$ cat src/rtl/irlsr_pkg.sv
package irlsr_pkg;

  typedef struct packed {
    logic last;
    logic len;
    logic phy;
    logic crc;
  } lsr_flags_t;

  localparam int FLAG_N = $bits(lsr_flags_t);

  // Status byte layout: [7] tx drained, [6] 0, [5:2] sticky flags, [1] 1, [0] rx empty
  function automatic logic [7:0] pack_lsr(input logic tx_drained,
                                          input lsr_flags_t fl,
                                          input logic rx_empty);
    return {tx_drained, 1'b0, fl.last, fl.len, fl.phy, fl.crc, 1'b1, rx_empty};
  endfunction

endpackage

$ cat src/rtl/irlsr_mir_abort.sv
module irlsr_mir_abort #(
  parameter int RUN_LIMIT = 7
) (
  input  logic clk,
  input  logic rst_n,
  input  logic mode_mir_i,
  input  logic bof_i,
  input  logic bit_vld_i,
  input  logic bit_i,
  output logic abort_o
);
  localparam int CW = $clog2(RUN_LIMIT + 2);
  localparam logic [CW-1:0] LIMIT_C = CW'(RUN_LIMIT);
  localparam logic [CW-1:0] SAT_C   = CW'(RUN_LIMIT + 1);

  logic [CW-1:0] run_q;
  logic          restart;
  logic          one_seen;

  function automatic logic [CW-1:0] bump(input logic [CW-1:0] r);
    return (r == SAT_C) ? r : r + 1'b1;
  endfunction

  assign restart  = bof_i | ~mode_mir_i;
  assign one_seen = bit_vld_i & bit_i;
  assign abort_o  = ~restart & one_seen & (run_q == LIMIT_C);

  always_ff @(posedge clk or negedge rst_n) begin
    if (!rst_n) begin
      run_q <= '0;
    end else if (restart) begin
      run_q <= '0;
    end else if (bit_vld_i) begin
      run_q <= bit_i ? bump(run_q) : '0;
    end
  end
endmodule

$ cat src/rtl/irlsr_len_guard.sv
module irlsr_len_guard #(
  parameter int LEN_W = 16
) (
  input  logic             clk,
  input  logic             rst_n,
  input  logic             bof_i,
  input  logic             byte_vld_i,
  input  logic [LEN_W-1:0] max_len_i,
  output logic             rx_en_o,
  output logic             overrun_o
);
  logic [LEN_W-1:0] cnt_q;
  logic             en_q;
  logic             accept;

  function automatic logic beyond_max(input logic [LEN_W-1:0] c,
                                      input logic [LEN_W-1:0] m);
    logic [LEN_W:0] nxt;
    nxt = {1'b0, c} + 1'b1;
    return nxt > {1'b0, m};
  endfunction

  assign accept    = byte_vld_i & en_q & ~bof_i;
  assign overrun_o = accept & beyond_max(cnt_q, max_len_i);
  assign rx_en_o   = en_q;

  always_ff @(posedge clk or negedge rst_n) begin
    if (!rst_n) begin
      cnt_q <= '0;
      en_q  <= 1'b1;
    end else if (bof_i) begin
      cnt_q <= '0;
      en_q  <= 1'b1;
    end else if (accept) begin
      if (overrun_o) en_q  <= 1'b0;
      else           cnt_q <= cnt_q + 1'b1;
    end
  end
endmodule

$ cat src/rtl/irlsr_sticky.sv
module irlsr_sticky #(
  parameter int N = 4
) (
  input  logic         clk,
  input  logic         rst_n,
  input  logic [N-1:0] set_i,
  input  logic         clr_i,
  output logic [N-1:0] q_o
);
  for (genvar i = 0; i < N; i++) begin : g_bit
    logic q;
    always_ff @(posedge clk or negedge rst_n) begin
      if (!rst_n)        q <= 1'b0;
      else if (set_i[i]) q <= 1'b1;
      else if (clr_i)    q <= 1'b0;
    end
    assign q_o[i] = q;
  end
endmodule

$ cat src/rtl/irda_line_status.sv
module irda_line_status #(
  parameter int LEN_W     = 16,
  parameter int RUN_LIMIT = 7
) (
  input  logic       clk,
  input  logic       rst_n,
  input  logic       mode_mir,
  input  logic       crc_bad,
  input  logic       ppm_illegal,
  input  logic       mir_bit_valid,
  input  logic       mir_bit,
  input  logic       bof,
  input  logic       rx_byte_valid,
  input  logic [7:0] max_len_lo,
  input  logic [7:0] max_len_hi,
  input  logic       rx_pop_last,
  input  logic       rx_fifo_empty,
  input  logic       tx_fifo_empty,
  input  logic       tx_idle,
  input  logic       lsr_rd,
  output logic [7:0] lsr_data,
  output logic       rx_enable
);
  import irlsr_pkg::*;

  logic [LEN_W-1:0] max_len;
  logic             mir_abort;
  logic             len_overrun;
  logic             phy_event;
  lsr_flags_t       set_vec;
  lsr_flags_t       flags;

  assign max_len = LEN_W'({max_len_hi, max_len_lo});

  irlsr_mir_abort #(.RUN_LIMIT(RUN_LIMIT)) u_mir (
    .clk(clk), .rst_n(rst_n), .mode_mir_i(mode_mir), .bof_i(bof),
    .bit_vld_i(mir_bit_valid), .bit_i(mir_bit), .abort_o(mir_abort)
  );

  irlsr_len_guard #(.LEN_W(LEN_W)) u_len (
    .clk(clk), .rst_n(rst_n), .bof_i(bof), .byte_vld_i(rx_byte_valid),
    .max_len_i(max_len), .rx_en_o(rx_enable), .overrun_o(len_overrun)
  );

  assign phy_event    = mode_mir ? mir_abort : ppm_illegal;
  assign set_vec.last = rx_pop_last;
  assign set_vec.len  = len_overrun;
  assign set_vec.phy  = phy_event;
  assign set_vec.crc  = crc_bad;

  irlsr_sticky #(.N(FLAG_N)) u_flags (
    .clk(clk), .rst_n(rst_n), .set_i(set_vec), .clr_i(lsr_rd), .q_o(flags)
  );

  assign lsr_data = pack_lsr(tx_fifo_empty & tx_idle, flags, rx_fifo_empty);
endmodule

$ cat config.mk
export PLATFORM = sky130hd
export DESIGN_NAME = irda_line_status
export DESIGN_NICKNAME = d
export VERILOG_FILES = /design/src/rtl/irlsr_pkg.sv /design/src/rtl/irlsr_mir_abort.sv /design/src/rtl/irlsr_len_guard.sv /design/src/rtl/irlsr_sticky.sv /design/src/rtl/irda_line_status.sv
export SDC_FILE = /design/constraint.sdc
export NUM_CORES = 1
export LEC_CHECK = 0
export BUFFER_PORTS_ARGS = -buffer_cell sky130_fd_sc_hd__buf_4
export CORE_UTILIZATION = 42
export DETAILED_ROUTE_END_ITERATION = 16
export MAX_ROUTING_LAYER = met4
export PLACE_DENSITY = 0.66
export SLEW_MARGIN = 0
export SYNTH_ARGS = -nofsm -noshare
export SYNTH_HDL_FRONTEND = slang
export SYNTH_SLANG_ARGS = --single-unit
export TNS_END_PERCENT = 100
$ cat constraint.sdc
create_clock -name clk -period 3.4 [get_ports clk]
set_clock_uncertainty 0.1 [all_clocks]
set_input_delay 0.85 -clock clk [delete_from_list [all_inputs] [get_ports clk]]
set_output_delay 0.85 -clock clk [all_outputs]
set_load 0.02 [all_outputs]
==> results of run 1 <==
-- layer usage --
layer | share of wire [%] | vias to the layer above
li1 | - | 950
met1 | 46 | 885
met2 | 51 | 31
met3 | 2.4 | 5
met4 | 1.0 | 0
met5 | 0 | -
-- worst paths after layout --
check / end / startpoint / slack (ns)
max: u_len.cnt_q[5]$_DFFE_PN0P_ / u_len.cnt_q[4]$_DFFE_PN0P_ / -0.009
min: u_len.cnt_q[3]$_DFFE_PN0P_ / rst_n / 0.36
max reg2reg: u_len.cnt_q[5]$_DFFE_PN0P_ / u_len.cnt_q[4]$_DFFE_PN0P_ / -0.009
min reg2reg: u_flags.g_bit[0].q$_DFFE_PN0P_ / u_flags.g_bit[0].q$_DFFE_PN0P_ / 0.39
max in group asynchronous: u_len.rx_en_o$_DFFE_PN1P_ / rst_n / 2.54
min in group clk: u_flags.g_bit[0].q$_DFFE_PN0P_ / u_flags.g_bit[0].q$_DFFE_PN0P_ / 0.39
-- repair_timing --
item | 4_1_cts | 5_1_grt
resized for setup | 3 | 8
buffers inserted | 2 | 3
gates cloned | 0 | 0
pin swaps | 2 | 12
hold buffers | 0 | 0
setup endpoints to repair | 16 | 17
-- registers in the layout (all words and copies together), names as in the netlist --
name and cells:
u_flags.g_bit.q 4, u_len.cnt_q 16, u_len.rx_en_o 1, u_mir.run_q 4
-- final cells by class --
cell class / instances / area share (%)
multi-input combinational: 173 / 49.2
sequential: 25 / 23.7
timing repair buffer: 67 / 19.0
tap: 67 / 3.17
inverter: 21 / 2.98
clock buffer: 3 / 1.56
clock inverter: 1 / 0.284
-- critical path: stages (launching register included) --
cell	delay, ns
dfrtp_1	0.42
nand3_2	0.12
nor4_4	0.32
nand3_2	0.12
or3_4	0.36
xnor2_1	0.14
ha_1	0.35
a21oi_2	0.15
o211ai_1	0.11
nor3_1	0.22
a211oi_2	0.07
buf_4	0.17
buf_4	0.14
or4_4	0.42
a21oi_2	0.14
-- power by group through the flow --
stage | sequential (mW) | combinational (mW) | clock (mW)
CTS | 0.306 | 0.0967 | 0.196
detailed placement | 0.312 | 0.0927 | 0
global placement | 0.312 | 0.0917 | 0
global route | 0.306 | 0.109 | 0.207
finish | 0.306 | 0.0977 | 0.194
floorplan | 0.311 | 0.0538 | 0
-- cells by family after synthesis --
kind of cell / count (synthesis) / synth area share (%)
buf+inv: 37 / 9.60
compound gates: 54 / 16.8
flops: 25 / 30.4
mux: 1 / 0.547
fa+ha+maj: 19 / 11.5
xor+xnor: 14 / 5.95
other cells: 2 / 0.365
simple gates: 83 / 24.7
-- stage by stage --
step | power [mW] | std cells
detailed placement | 0.405 | 348
finish | 0.597 | 357
global placement | 0.404 | 348
global route | 0.623 | 357
CTS | 0.598 | 354
floorplan | 0.365 | 235
-- cells in the final DEF (no fill, tap or decap), drive strengths merged, types with 8 or more instances in the layout --
cell   Yosys  final
or4       11     11
inv       21     21
xnor2      9      9
nand2     16     16
buf       10     67
dfrtp     24     24
a21oi     23     23
nor2      12     12
ha        19     19
nor3       8      8
o31ai     12     12
nand3     14     14
==> summary.md, run 1 <==
| Metric | Value |
|---|---|
| Status | finished with violations |
| Failing checks | setup timing |
| Top post-synthesis cells by count | dfrtp_1 (24), a21oi_1 (23), inv_1 (21), ha_1 (19), nand2_1 (13) |
| Area Growth Syn to Fin | 28.3% |
| Final Net Count | 340 |
| Crit Path Class | flop to flop |
| Layout cells sized above 1 | 34.1% |
| First-pass GRT wire length | 7530 µm |
| DRC Markers | 0 |
| Drt pass-1 iters | 4 |
| Die height | 72.0 µm |
| Post-Syn Instances | about 240 |
| Final WS setup | -0.00854 ns |
| Iteration-0 DRC Markers | 108 |
| WP data arrival | around 3.5 ns |
| Area of the core | 4720 µm² |
| Post-synthesis sequential area ratio | a little over 30% |
| Sw Ratio | 27.5% |
| Post-DP HPWL | 3370 µm |
| Total GRT Usage | around 19% |
| Clk pwr share | between 30 and 40% |
| Async SR Flop Fraction | 100% |
| Net Sw Power | 164 µW |
| Footprint of the multi-input gates | between 1000 and 1500 µm² |
| Share of Yosys cell area claimed by the top area cell type | 29.2% |
| Full die area | between 5000 and 6000 µm² |
| CTS Buf Count | 3 |
| Fmax achieved | 293 MHz |
| Met3 Resource Use GR | 1.81% |
| GRT met1 Usage | 22.4% |
| DR vias | 1,871 |
| Post-synth EDFFs | 0 |
| Worst hold slack | 0.357 ns |
| Count leader, synth | dfrtp_1 |
| Clk_lat worst skew | 0.28 ns |
| Met2 usage | around a third |
| Core Util, Final | between 50% and 60% |
| PortBufs | 34 |
| Remaining Overflow, GRT | 0 |
| Dominant cells by area after synthesis | dfrtp_1 (29%), ha_1 (12%), a21oi_1 (5.6%) |
| TritonCTS clock tree | done |
| Total Wirelength | between 4000 and 5000 µm |
| Average wire per standard cell | approximately 13 µm |
| CTS root buffer | clkbuf_8 |
| Syn_nets | 284 |
| Final slew viol count | 0 |
| Routability cong. | 0.777 |
| YS warnings | 0 |
| Fin area | 2640 µm² |
| Clk sink count | 25 |
| Clock transition at path regs | 0.10 ns |
| HP Class | input pin to async pin |
| Gate power share | 16.4% |
| # IOs | 39 |
| Vias in the first global route | between 1,500 and 2,000 |
| Cell depth of the worst flop-to-flop path | 14 |
| Max_cap viols | 0 |
| Max Fanout on Critical Path | 10 |
| Setup TNS | -0.0168 ns |
| Initial Utilization | a little over two fifths |
| Place WS | -0.131 ns |
| Crit end category | flop |
| #FFs+latches synth | 25 |
| Synth Flop Type | dfrtp_1 |
| Pleak | 1.24 nW |
| Mapped cell area | 2060 µm² |
| Row count | 25 |
| Routed Antenna Nets | 0 |
| Width of the die | 72.0 µm |
| Largest net degree at the start of global routing | 26 |
| GRT Max-Usage Layer | met2 |
| Clk buf depth | 2 |
| CP startpoint kind | flop |
| Initial antenna violation count | 0 |
| Cell variety after synth | 50 |
| Vias per inst | 5.24 |
| H-tree level count | 1 |
| Peak VDD IR | 0.114 mV |
| Critical Path RT | 3.52 ns |
| Register area | between 600 and 700 µm² |
| Cell taking the most area after synthesis | dfrtp_1 |
| RSZ-0062 raised after global routing | yes |
| Pwr/cell area | 226 nW/µm² |
| Final Setup Violations | 2 |
| Number of fill cells in the layout | approximately 430 |
| Diode count | 0 |
| Sequential power share | 51.2% |
| Dpl cell area | 2510 µm² |
| Hold Vio Cnt, Final | 0 |
| Minimum clock period | 3.41 ns |
| Syn_area_per_cell | 8.76 µm² |
| Part of the cycle the worst path needs | 100% |
| Internal power | 433 µW |
Note: power is estimated with default switching activity, not from simulation.
==> run 2: changes to the inputs <==
CELL_PAD_IN_SITES_DETAIL_PLACEMENT = 2   (was unset)
CELL_PAD_IN_SITES_GLOBAL_PLACEMENT = 2   (was unset)
CORE_UTILIZATION = 30   (was 42)
PLACE_DENSITY = unset   (was 0.66)
PLACE_DENSITY_LB_ADDON = 0.1   (was unset)
==> run 2 against run 1 <==
  * The run still ends with setup timing left
  * Worst hold slack improved by 0.017 ns
  * Cell count grew 7.6%
  * Sequential power about the same
  * Design area grew 14%
  * Clock power hardly changed
  * First-iteration DRC count fell by 43%
  * Routed wire length grew 51%
  * Global-route usage is 2.1 points higher
  * Combinational power up 18%
  * Non-clock buffer count rose by 17
  * Sequential cell count is the same
  * Count of clock-buffer cells in the layout unchanged
  * Critical endpoint is now u_len.cnt_q[8]$_DFFE_PN0P_
  * Largest power group unchanged
  * Highest routed layer unchanged
==> summary.md, run 2 (synthesis results as in run 1) <==
| Metric | Value |
|---|---|
| Status | finished with violations |
| Failing checks | setup timing |
| Worst slew margin | ~62% |
| First-pass GRT wire length | 11,200 µm |
| Iteration-0 DRC Markers | 62 |
| Largest register FFs | 16 |
| Final Setup Violations | 17 |
| Footprint of the multi-input gates | approximately 1500 µm² |
| RSZ-0062 raised after global routing | yes |
| End of the worst register-to-register path | u_len.cnt_q[8]$_DFFE_PN0P_ |
| Max Fanout on Critical Path | 6 |
| Buf/Inv on CP | 3 |
| Crit end category | flop |
| Total GRT Usage | 20.6% |
| Most numerous cell on the critical path | buf_6 |
| Worst R2R Start | u_len.cnt_q[2]$_DFFE_PN0P_ |
| Routed Antenna Nets | 0 |
| Clk sink count | 25 |
| R2R Setup Slk | -0.20 ns |
| H-tree level count | 1 |
| Worst Setup SP | u_len.cnt_q[2]$_DFFE_PN0P_ |
| Met2 Wirelength | ~3900 µm |
| Pleak | 1.39 nW |
| Worst hold slack | 0.374 ns |
| WL met1 | 2800 µm |
| Clk_lat worst skew | 0.28 ns |
| Cell family with most CP delay | simple AND/OR/NAND/NOR gates |
| Pwr/cell area | roughly 200 nW/µm² |
| DR vias | approximately 2,000 |
| WP data arrival | between 3 and 4 ns |
| CP startpoint kind | flop |
| Worst slew pin tran | 0.573 ns |
| Total Wirelength | 6870 µm |
| Layout cells sized above 1 | a little under half |
| Final slew viol count | 0 |
| Critical-path cell list | nand2_2, nor4_4, nand3_2, or3_4, xnor2_4, ha_4, nand3_4, nor3_4, and3_4, a211oi_4, buf_6, buf_6, buf_4, or4_1, a21oi_1 |
| Number of fill cells in the layout | slightly above 700 |
| Area Growth Syn to Fin | 46.5% |
| Metal3 WL | approximately 130 µm |
| Max_cap viols | 0 |
| Initial antenna violation count | 0 |
| Row count | 29 |
| PortBufs | 34 |
| Average wire per standard cell | 17.9 µm |
| Largest net degree at the start of global routing | 26 |
| Peak VDD IR | 0.168 mV |
| Most common cell after layout, fill and taps aside | buf_4 |
| Width of the die | roughly 85 µm |
| Part of the cycle the worst path needs | 106% |
| Final WS setup | -0.196 ns |
| Biggest register | u_len.cnt_q |
| Area of the core | approximately 6500 µm² |
| Drt pass-1 iters | 5 |
| Vias per inst | ~5.2 |
| Post-DP HPWL | approximately 4700 µm |
| Placed Instances | between 300 and 400 |
| Register area | 631 µm² |
| Clock transition at path regs | 0.10 ns |
| Cell depth of the worst flop-to-flop path | 15 |
| Hold Vio Cnt, Final | 0 |
| Clk buf depth | 2 |
| Full die area | 7200 µm² |
| Most frequent cells in the layout | buf_4 (77), inv_1 (21), dfrtp_1 (21) |
| CTS root buffer | clkbuf_8 |
| Diode count | 0 |
| Pwr Total | just over 600 µW |
| Remaining Overflow, GRT | 0 |
| HP Class | input pin to async pin |
| Top layer used by detailed routing | met4 |
| TritonCTS clock tree | done |
| Minimum clock period | 3.60 ns |
| Vias in the first global route | 2,292 |
| Worst setup path endpoint | u_len.cnt_q[8]$_DFFE_PN0P_ |
| CTS Buf Count | 3 |
| Fmax achieved | 278 MHz |
| Crit Path Class | flop to flop |
| Critical Path RT | 3.50 ns |
| Die height | 84.9 µm |
| Post-Layout Cell Count | 384 |
| DRC Markers | 0 |
| Routability cong. | 0.790 |
| # IOs | 39 |
| Initial Utilization | 31.7% |
| CP max-delay cell | or3_4 |
| CP peak stage delay | 0.44 ns |
| Biggest regs | u_len.cnt_q x16, u_flags.g_bit.q x4, u_mir.run_q x4 |
| Crit. path cell count | 15 |
| Final Net Count | roughly 360 |
-- run 2: layout make-up --
class | count | area share, %
Clock buffer | 3 | 1.37
Timing Repair Buffer | 84 | 22.1
Clock inverter | 1 | 0.249
Inverter | 21 | 2.61
Sequential cell | 25 | 20.9
Tap cell | 77 | 3.19
Multi-Input combinational cell | 173 | 49.6
-- run 2: where the power goes --
part	switching, mW	internal (mW)	leakage, nW
Clock	0.111	0.0833	0.0217
Sequential	0.00489	0.302	0.331
Combinational	0.0606	0.0546	1.04
Total	0.176	0.440	1.39
-- run 2: how the worst min path moves through the flow --
stage | slack [ns] | start | end
floorplan | 0.35 | u_flags.g_bit[0].q$_DFFE_PN0P_ | u_flags.g_bit[0].q$_DFFE_PN0P_
global placement | 0.36 | u_flags.g_bit[3].q$_DFFE_PN0P_ | u_flags.g_bit[3].q$_DFFE_PN0P_
detailed placement | 0.37 | u_flags.g_bit[3].q$_DFFE_PN0P_ | u_flags.g_bit[3].q$_DFFE_PN0P_
CTS | 0.38 | rst_n | u_flags.g_bit[3].q$_DFFE_PN0P_
global route | 0.38 | rst_n | u_flags.g_bit[3].q$_DFFE_PN0P_
finish | 0.37 | rst_n | u_len.cnt_q[2]$_DFFE_PN0P_
-- run 2: metrics by stage --
step / setup slack, ns / util (%) / instance area [µm²] / TNS, ns
after floorplan: 0.0303 / - / 2090 / 0
after global placement: -0.147 / 39.5 / 2570 / -1.65
after detailed placement: -0.286 / 39.5 / 2570 / -3.43
after CTS: -0.0465 / 42.8 / 2780 / -0.430
after global routing: -0.363 / 46.4 / 3020 / -4.62
final: -0.196 / 46.4 / 3020 / -1.59
-- run 2: layer usage --
layer	track usage, %	vias to the layer above
met5	-	-
met4	6.63	0
met3	2.82	6
met2	38.7	20
met1	22.5	1005
li1	-	978
-- run 2: timing repair --
item                                    in CTS  in global routing
pin swaps                                   25                 18
gates resized for setup                     19                 37
setup buffers                               11                  7
endpoints found under the setup margin      18                 18
cloned                                       1                  0
hold buffers                                 0                  0
==> run 3: changes to the inputs <==
CORE_UTILIZATION = 31   (was 30)
CTS_BUF_LIST = sky130_fd_sc_hd__clkbuf_4 sky130_fd_sc_hd__clkbuf_8   (was unset)
==> run 3 against run 2 <==
  * The flow still finishes with violations (setup timing)
  * Setup slack better by 0.046 ns
  * Global-route usage decreased by 2.2 points
  * Combinational power barely moved
  * Clock power shrank 4%
  * Die area is 3.2% lower
  * Critical path depth rose by 1
  * Fmax up 1.3%
  * Sequential power about the same
  * Sequential cell count stayed put
  * Via count shrank 1.2%
  * Register-to-register slack gained 0.05 ns
  * Largest power group unchanged
==> summary.md, run 3 (synthesis results as in run 1) <==
| Metric | Value |
|---|---|
| Layout cells sized above 1 | 37.9% |
| Final Net Count | around 350 |
| Width of the die | roughly 84 µm |
| First-pass GRT wire length | slightly above 10,000 µm |
| Largest register FFs | 16 |
| CP peak stage delay | 0.56 ns |
| DR vias | 1,984 |
| Total GRT Usage | 18.4% |
| Area Growth Syn to Fin | 38.9% |
| Clock transition at path regs | 0.09 ns |
| Diode count | 0 |
| Average wire per standard cell | 16.8 µm |
| Part of the cycle the worst path needs | 104% |
| Final WS setup | -0.150 ns |
| Cell family with most CP delay | simple AND/OR/NAND/NOR gates |
| CTS Buf Count | 3 |
| Status | finished with violations |
| Max_cap viols | 0 |
| Most common cell after layout, fill and taps aside | buf_4 |
| H-tree level count | 1 |
| Iteration-0 DRC Markers | between 40 and 50 |
| CTS root buffer | clkbuf_8 |
| Vias per inst | around 5.3 |
| RSZ-0062 raised after global routing | yes |
| Routability cong. | 0.740 |
| Remaining Overflow, GRT | 0 |
| Number of fill cells in the layout | 730 |
| HP Class | input pin to async pin |
| Setup TNS | -0.874 ns |
| Register area | approximately 630 µm² |
| Clk buf depth | 2 |
| Biggest register | u_len.cnt_q |
| Worst R2R Start | u_len.cnt_q[1]$_DFFE_PN0P_ |
| Minimum clock period | approximately 3.5 ns |
| DRC Markers | 0 |
| Clk_lat worst skew | 0.28 ns |
| Biggest regs | u_len.cnt_q x16, u_flags.g_bit.q x4, u_mir.run_q x4 |
| Most frequent cells in the layout | buf_4 (67), dfrtp_1 (24), inv_1 (21), a21oi_1 (21), ha_1 (16) |
| Pleak | 1.32 nW |
| Final slew viol count | 0 |
| Pwr/cell area | between 200 and 250 nW/µm² |
| Failing checks | setup timing |
| Area of the core | 6390 µm² |
| Die height | 83.5 µm |
| CP startpoint kind | flop |
| Worst Setup SP | u_len.cnt_q[1]$_DFFE_PN0P_ |
| Drt pass-1 iters | 4 |
| WP data arrival | 3.66 ns |
| Initial Utilization | 32.2% |
| Placed Instances | 357 |
| Critical-path cell list | buf_6, nand3_4, nor4_4, nand3_2, buf_4, or2_4, xnor2_1, ha_1, nand3_4, o211ai_1, nor3_1, a211oi_2, buf_4, buf_6, or4_2, a21oi_2 |
| Final Setup Violations | 15 |
| Total Wirelength | 6300 µm |
| Vias in the first global route | between 2,000 and 2,500 |
| Clk sink count | 25 |
| CP max-delay cell | or4_2 |
| Post-CTS Hold Buffers | 0 |
| Post-Layout Cell Count | ~380 |
| Row count | 29 |
| Footprint of the multi-input gates | 1380 µm² |
| Max Fanout on Critical Path | 5 |
| Initial antenna violation count | 0 |
| Crit Path Class | flop to flop |
| TritonCTS clock tree | done |
| Routed Antenna Nets | 0 |
| # IOs | 39 |
| Buf/Inv on CP | 4 |
| Largest net degree at the start of global routing | 30 |
| Post-DP HPWL | 4540 µm |
| Critical Path RT | between 3 and 4 ns |
| Peak VDD IR | 0.158 mV |
| Worst hold slack | between 0.3 and 0.4 ns |
| Hold Vio Cnt, Final | 0 |
| Full die area | 6970 µm² |
| Fmax achieved | approximately 280 MHz |
| Crit end category | flop |
| PortBufs | 34 |
run 3: changes by cell type in the layout (fill, tap and decap cells not counted), moves of 3 or more:
| cell | delta |
|---|---|
| or4_1 | +5 |
| buf_4 | -10 |
| a21oi_2 | -7 |
| a21oi_1 | +7 |
| or4_4 | -5 |
| dfrtp_2 | -3 |
| dfrtp_1 | +3 |
run 3: stage by stage:
stage          setup slack (ns)  area, µm²  total power [mW]  util [%]
3_5_place_dp             -0.220       2530             0.412      39.6
3_3_place_gp            -0.0973       2530             0.408      39.6
5_1_grt                  -0.351       2860             0.632      44.8
4_1_cts                 -0.0682       2620             0.606      41.1
2_1_floorplan            0.0303       2090             0.365         -
6_report                 -0.150       2860             0.605      44.8
run 3: timing repair:
action / in CTS / in global routing
gates cloned: 0 / 2
pin swaps: 1 / 7
resized for setup: 4 / 22
buffers inserted: 4 / 8
setup endpoints to repair: 18 / 18
endpoints found under the hold margin: 0 / 0
run 3: metal layers:
layer,wire length [µm],track usage [%],share of wire (%),vias up
met5,0,-,0,-
met4,77,4.16,1.2,0
met3,138,1.88,2.2,9
met2,3420,34.8,54,25
met1,2660,20.9,42,983
li1,-,-,-,967
run 3: cell type report:
class / count / area share (%)
Clock buffer: 3 / 1.44
Clock inverter: 1 / 0.175
Inverter: 21 / 2.75
Multi-Input combinational cell: 173 / 48.4
Sequential cell: 25 / 21.9
Tap cell: 77 / 3.37
Timing Repair Buffer: 75 / 22.0
run 3: path summary, 6_finish.rpt:
check,slack (ns),cells after the start,endpoint
min in group clk,0.40,1,u_flags.g_bit[0].q$_DFFE_PN0P_
setup / recovery,-0.15,16,u_len.cnt_q[2]$_DFFE_PN0P_
hold reg to reg,0.40,1,u_flags.g_bit[0].q$_DFFE_PN0P_
setup reg to reg,-0.15,16,u_len.cnt_q[2]$_DFFE_PN0P_
hold / removal,0.36,1,u_len.cnt_q[3]$_DFFE_PN0P_
max in group asynchronous,2.53,1,u_len.rx_en_o$_DFFE_PN1P_
run 3: report_power, final:
part           switching [mW]  total [mW]  internal [mW]
sequential            0.00301       0.305          0.302
clock                   0.105       0.187         0.0823
combinational          0.0588       0.113         0.0540
